### src/rtl/lut3_pkg.sv
package lut3_pkg;
  typedef enum logic [1:0] {
    MODE_BIT  = 2'b00,
    MODE_WORD = 2'b01,
    MODE_RSV2 = 2'b10,
    MODE_RSV3 = 2'b11
  } lut3_mode_e;

  localparam int unsigned TBL_W = 8;
  localparam int unsigned IMM_LO_W = 5;
  localparam int unsigned IMM_HI_W = TBL_W - IMM_LO_W;
endpackage

### src/rtl/lut3_tbl_sel.sv
module lut3_tbl_sel
  import lut3_pkg::*;
#(
  parameter int unsigned XLEN = 64
) (
  input  logic [IMM_LO_W-1:0] imm_lo_i,
  input  logic [IMM_HI_W-1:0] imm_hi_i,
  input  logic [XLEN-1:0]     tbl_i,
  input  logic                tsel_i,
  output logic [TBL_W-1:0]    tbl_o
);
  logic [TBL_W-1:0] imm_tbl;
  assign imm_tbl = {imm_hi_i, imm_lo_i};
  assign tbl_o   = tsel_i ? tbl_i[TBL_W-1:0] : imm_tbl;

  always_comb begin
    if (tsel_i == 1'b0) a_r4_imm_order: assert (tbl_o[IMM_LO_W-1:0] == imm_lo_i);
  end
endmodule

### src/rtl/lut3_bit_array.sv
module lut3_bit_array
  import lut3_pkg::*;
#(
  parameter int unsigned XLEN = 64
) (
  input  logic [XLEN-1:0]  opa_i,
  input  logic [XLEN-1:0]  opb_i,
  input  logic [XLEN-1:0]  opc_i,
  input  logic [TBL_W-1:0] tbl_i,
  output logic [XLEN-1:0]  res_o
);
  for (genvar k = 0; k < XLEN; k++) begin : g_cell
    logic [2:0] idx;
    assign idx      = {opa_i[k], opb_i[k], opc_i[k]};
    assign res_o[k] = tbl_i[idx];
  end
endmodule

### src/rtl/lut3_word_eval.sv
module lut3_word_eval
  import lut3_pkg::*;
#(
  parameter int unsigned XLEN = 64
) (
  input  logic [XLEN-1:0]  opa_i,
  input  logic [XLEN-1:0]  opb_i,
  input  logic [XLEN-1:0]  opc_i,
  input  logic [TBL_W-1:0] tbl_i,
  output logic [XLEN-1:0]  res_o
);
  logic [2:0] idx;
  assign idx   = {|opa_i, |opb_i, |opc_i};
  assign res_o = {{(XLEN-1){1'b0}}, tbl_i[idx]};
endmodule

### src/rtl/lut3_unit.sv
module lut3_unit
  import lut3_pkg::*;
#(
  parameter int unsigned XLEN = 64
) (
  input  logic                clk_i,
  input  logic                rst_ni,
  input  logic                req_i,
  input  logic [XLEN-1:0]     opa_i,
  input  logic [XLEN-1:0]     opb_i,
  input  logic [XLEN-1:0]     opc_i,
  input  logic [4:0]          imm_lo_i,
  input  logic [2:0]          imm_hi_i,
  input  logic [XLEN-1:0]     tbl_i,
  input  logic                tsel_i,
  input  logic [1:0]          mode_i,
  output logic                done_o,
  output logic [XLEN-1:0]     res_o
);
  logic [TBL_W-1:0] tbl;
  logic [XLEN-1:0]  bit_res, word_res, nxt_res;

  lut3_tbl_sel #(.XLEN(XLEN)) i_tbl_sel (
    .imm_lo_i(imm_lo_i), .imm_hi_i(imm_hi_i), .tbl_i(tbl_i),
    .tsel_i(tsel_i), .tbl_o(tbl)
  );

  lut3_bit_array #(.XLEN(XLEN)) i_bit_array (
    .opa_i(opa_i), .opb_i(opb_i), .opc_i(opc_i), .tbl_i(tbl), .res_o(bit_res)
  );

  lut3_word_eval #(.XLEN(XLEN)) i_word_eval (
    .opa_i(opa_i), .opb_i(opb_i), .opc_i(opc_i), .tbl_i(tbl), .res_o(word_res)
  );

  assign nxt_res = (lut3_mode_e'(mode_i) == MODE_WORD) ? word_res : bit_res;

  always_ff @(posedge clk_i or negedge rst_ni) begin
    if (!rst_ni) begin
      done_o <= 1'b0;
      res_o  <= '0;
    end else begin
      done_o <= req_i;
      if (req_i) res_o <= nxt_res;
    end
  end

  a_r2_done_follows_req: assert property (@(posedge clk_i) disable iff (!rst_ni)
    done_o == $past(req_i));
  a_r9_hold_when_idle: assert property (@(posedge clk_i) disable iff (!rst_ni)
    !req_i |=> $stable(res_o));
  a_r6_word_upper_zero: assert property (@(posedge clk_i) disable iff (!rst_ni)
    (req_i && mode_i == 2'b01) |=> (res_o[XLEN-1:1] == '0));
  a_r8_xor_table: assert property (@(posedge clk_i) disable iff (!rst_ni)
    (req_i && mode_i != 2'b01 && tsel_i && tbl_i[7:0] == 8'h96)
      |=> res_o == $past(opa_i ^ opb_i ^ opc_i));
  a_r3_all_zero_idx: assert property (@(posedge clk_i) disable iff (!rst_ni)
    (req_i && mode_i == 2'b00 && !tsel_i && opa_i == '0 && opb_i == '0 && opc_i == '0)
      |=> res_o == {XLEN{$past(imm_lo_i[0])}});
endmodule

### config.mk
export PLATFORM = sky130hd
export DESIGN_NAME = lut3_unit
export DESIGN_NICKNAME = d
export VERILOG_FILES = /design/src/rtl/lut3_pkg.sv /design/src/rtl/lut3_tbl_sel.sv /design/src/rtl/lut3_bit_array.sv /design/src/rtl/lut3_word_eval.sv /design/src/rtl/lut3_unit.sv
export SDC_FILE = /design/constraint.sdc
export NUM_CORES = 1
export LEC_CHECK = 0
export BUFFER_PORTS_ARGS = -buffer_cell sky130_fd_sc_hd__buf_2
export CORE_AREA = 2 2 131 133
export CTS_CLUSTER_SIZE = 10
export DETAILED_ROUTE_END_ITERATION = 6
export DIE_AREA = 0 0 133 135
export HOLD_SLACK_MARGIN = 0.02
export PLACE_DENSITY = 0.71
export SETUP_SLACK_MARGIN = 0.3
export SYNTH_ARGS = -nofsm -noshare
export SYNTH_HDL_FRONTEND = slang
export SYNTH_SLANG_ARGS = --single-unit
### constraint.sdc
create_clock -name clk_i -period 1.8 [get_ports clk_i]
set_input_delay 0.09 -clock clk_i [delete_from_list [all_inputs] [get_ports clk_i]]
set_output_delay 0.09 -clock clk_i [all_outputs]
set_load 0.05 [all_outputs]
==> results.sh <==
export IMPL_pin_count_of_the_biggest_net_entering_global_routing=45
export IMPL_cts_clk_slew_worst_paths_ns=0.06
export IMPL_timing_critical_path_arrival_ns=1.96
export IMPL_final_min_clock_period_ns=1.753
export IMPL_layout_cell_share_with_drive_strength_beyond_1=0.6421
export IMPL_static_leakage_power_nw=4.326
export IMPL_min_path_type="in2reg"
export IMPL_drv_slew=0
export IMPL_drt_first_pass_iters=7
export IMPL_ios=335
export IMPL_power_density_nw_per_um2=690.9
export IMPL_top_flip_flop_cell_by_instance_count_after_synthesis="dfrtp_1"
export IMPL_ant_nets=0
export IMPL_postSynth_asyncResetShare=1.000
export IMPL_worst_path_max_delay_cell="nor4_4"
export IMPL_regToRegStartpoint="res_o[0]"
export IMPL_synth_seq_cells=65
export IMPL_slew_headroom=0.5140
export IMPL_min_from="opa_i[55]"
export IMPL_placeableCoreArea_um2=16410
export IMPL_timing_worst_slew_pin_value_ns=0.7262
export IMPL_fin_util=0.6056
export IMPL_critPathLaunchType="input port"
export IMPL_post_synth_instance_area_um2=6570
export IMPL_post_place_ws_ns=-0.5980
export IMPL_synth_area_per_cell_um2=12.06
export IMPL_highest_clock_frequency_the_design_can_meet_mhz=570.3
export IMPL_globalplace_congestion=0.9100
export IMPL_placementRows=47
export IMPL_clock_path_buffers=2
export IMPL_viasPerCell=6.343
export IMPL_grt_antenna_before_repair=9
export IMPL_wire_length_of_the_first_global_routing_pass_um=40610
export IMPL_cts_root_buffer_cell="clkbuf_16"
export IMPL_dp_final_hpwl_um=19880
export IMPL_cts_sinks=65
export IMPL_crit_path_end_kind="flip-flop"
export IMPL_grt_overflow_total=0
export IMPL_synth_edf_count=0
export IMPL_synth_to_final_area_change_pct=51.23
export IMPL_final_hold_viol_count=0
export IMPL_post_route_period_util=0.9741
export IMPL_synth_sequential_area_ratio=0.2476
export IMPL_cp_required_ns=2.01
export IMPL_outcome="finished clean"
export IMPL_yosys_warnings=0
export IMPL_first_global_vias=7163
export IMPL_cp_top_family="simple AND/OR/NAND/NOR gates"
export IMPL_clock_tree_from_tritoncts="built"
export IMPL_unrepaired_setup_endpoints_after_global_routing="true"
export IMPL_crit_path_max_fanout=2
export IMPL_critical_path_startpoint="opb_i[9]"
export IMPL_max_cap_violations=0
export IMPL_route_detailed_drc=0
export IMPL_timing_final_ws_setup_ns=0.04668
export IMPL_critPathBufInv=3
export IMPL_final_nets=1201
export IMPL_cts_htree_levels=3
export IMPL_most_common_layout_cells="277 x buf_2, 142 x buf_4, 121 x mux4_2, 65 x dfrtp_1"
export IMPL_place_port_buffers=278
export IMPL_die_height_um=135
export IMPL_final_setup_skew_ns=0
export IMPL_postSynthNetCount=815
export IMPL_detail_route_wirelength_um=27100
export IMPL_setup_viol=0
export IMPL_die_w_um=133
export IMPL_number_of_library_cell_types_mapped_by_synthesis=21
export IMPL_floorplan_die_area_um2=17960
export IMPL_tritoncts_num_buffers=9
export IMPL_layout_cells_most_common="buf_2"
export IMPL_max_stage_delay_ns=0.33
export IMPL_vdd_ir_drop_max_v=0.0004296
export IMPL_path_class="in2reg"
export IMPL_grt_total_usage=0.2963
export IMPL_wl_per_cell_um=23.27
export IMPL_crit_chain="buf_2, nor4_2, buf_4, nand4_1, nor4_4, buf_4, mux2i_1, mux2_2, mux2i_1, o41ai_2"
export IMPL_via_count=7390
export IMPL_insertion_delay_ns=0.33
export IMPL_drt_iter0_markers=711
export IMPL_holdWs_ns=0.06065
export IMPL_synthesis_instances=545
export IMPL_total_design_power_w=0.006865
export IMPL_initial_utilization=0.4004
==> power by group <==
part	internal, W	switching (W)
clock	0.00107	0.000738
sequential	0.00166	0.000127
combinational	0.00140	0.00187
==> through the flow <==
step	instance area, µm²	instances	TNS [ns]
after floorplan	6755	545	0
after global placement	9490	1135	-0.6562
after detailed placement	9490	1135	-1.214
after CTS	9864	1155	0
after global routing	9933	1164	-0.03196
final	9936	1165	0
==> area by class of cell <==
type                            count  area [µm²]
Sequential cell                    65        1627
Fill cell                        1340        6471
Clock inverter                      7       71.32
Multi-Input combinational cell    401        4777
Tap cell                          220       275.3
Inverter                           10       37.54
Timing Repair Buffer              444        2900
Clock buffer                        9       225.2
Antenna cell                        9       22.52
==> flip-flops by register name, indices dropped and copies added, names as in the netlist <==
register  flops
done_o        1
res_o        64
==> worst paths after layout <==
path / end / slack (ns) / cells after the start
max in group asynchronous: res_o[62] / 0.99 / 3
min in group asynchronous: res_o[39] / 0.24 / 2
setup / recovery: res_o[0] / 0.05 / 10
hold reg to reg: res_o[10] / 0.48 / 1
setup reg to reg: res_o[0] / 1.02 / 2
hold / removal: res_o[55] / 0.06 / 4
==> logic make-up (layout without fill, tap and decap cells) <==
kind of cell | count (synthesis) | in the layout | share of synthesized area
other | 0 | 9 | 0
AOI/OAI and AO/OA | 130 | 130 | 0.1341
muxes | 143 | 144 | 0.4689
DFF | 65 | 65 | 0.2476
buffers and inverters | 80 | 470 | 0.04590
and+or+nand+nor | 127 | 127 | 0.1036
==> synthesized netlist by cell type (all sizes together), types with 5 or more instances <==
cell type | number | area (µm²)
mux4 | 128 | 2924
clkbuf | 69 | 259.0
dfrtp | 65 | 1627
o21ai | 64 | 320.3
nand2 | 63 | 236.5
o2bb2ai | 55 | 481.7
nor4 | 51 | 365.3
nand4 | 12 | 75.07
inv | 10 | 37.54
mux2i | 10 | 100.1
o22ai | 8 | 50.05
mux2 | 5 | 56.30
==> timing repair <==
action / 4_1_cts / 5_1_grt
endpoints found under the setup margin: 2 / 13
gates resized for setup: 6 / 6
hold buffers: 3 / 0
pin swaps: 4 / 1
gates cloned: 0 / 1
endpoints found under the hold margin: 32 / 0
setup buffers: 1 / 0
==> tightest hold or removal path, delay by kind of cell <==
family / cells / cell delay (ns)
buf+inv: 1 / 0.10
simple gates: 1 / 0.04
compound gates: 2 / 0.13
==> routing by layer <==
| metal | global-route usage | vias up | wire, µm |
|---|---|---|---|
| li1 | - | 3091 | - |
| met1 | 0.3946 | 3576 | 9902 |
| met2 | 0.4666 | 612 | 13020 |
| met3 | 0.05518 | 111 | 2814 |
| met4 | 0.1523 | 0 | 1369 |
| met5 | 0 | - | 0 |
Note: power is estimated with default switching activity, not from simulation.
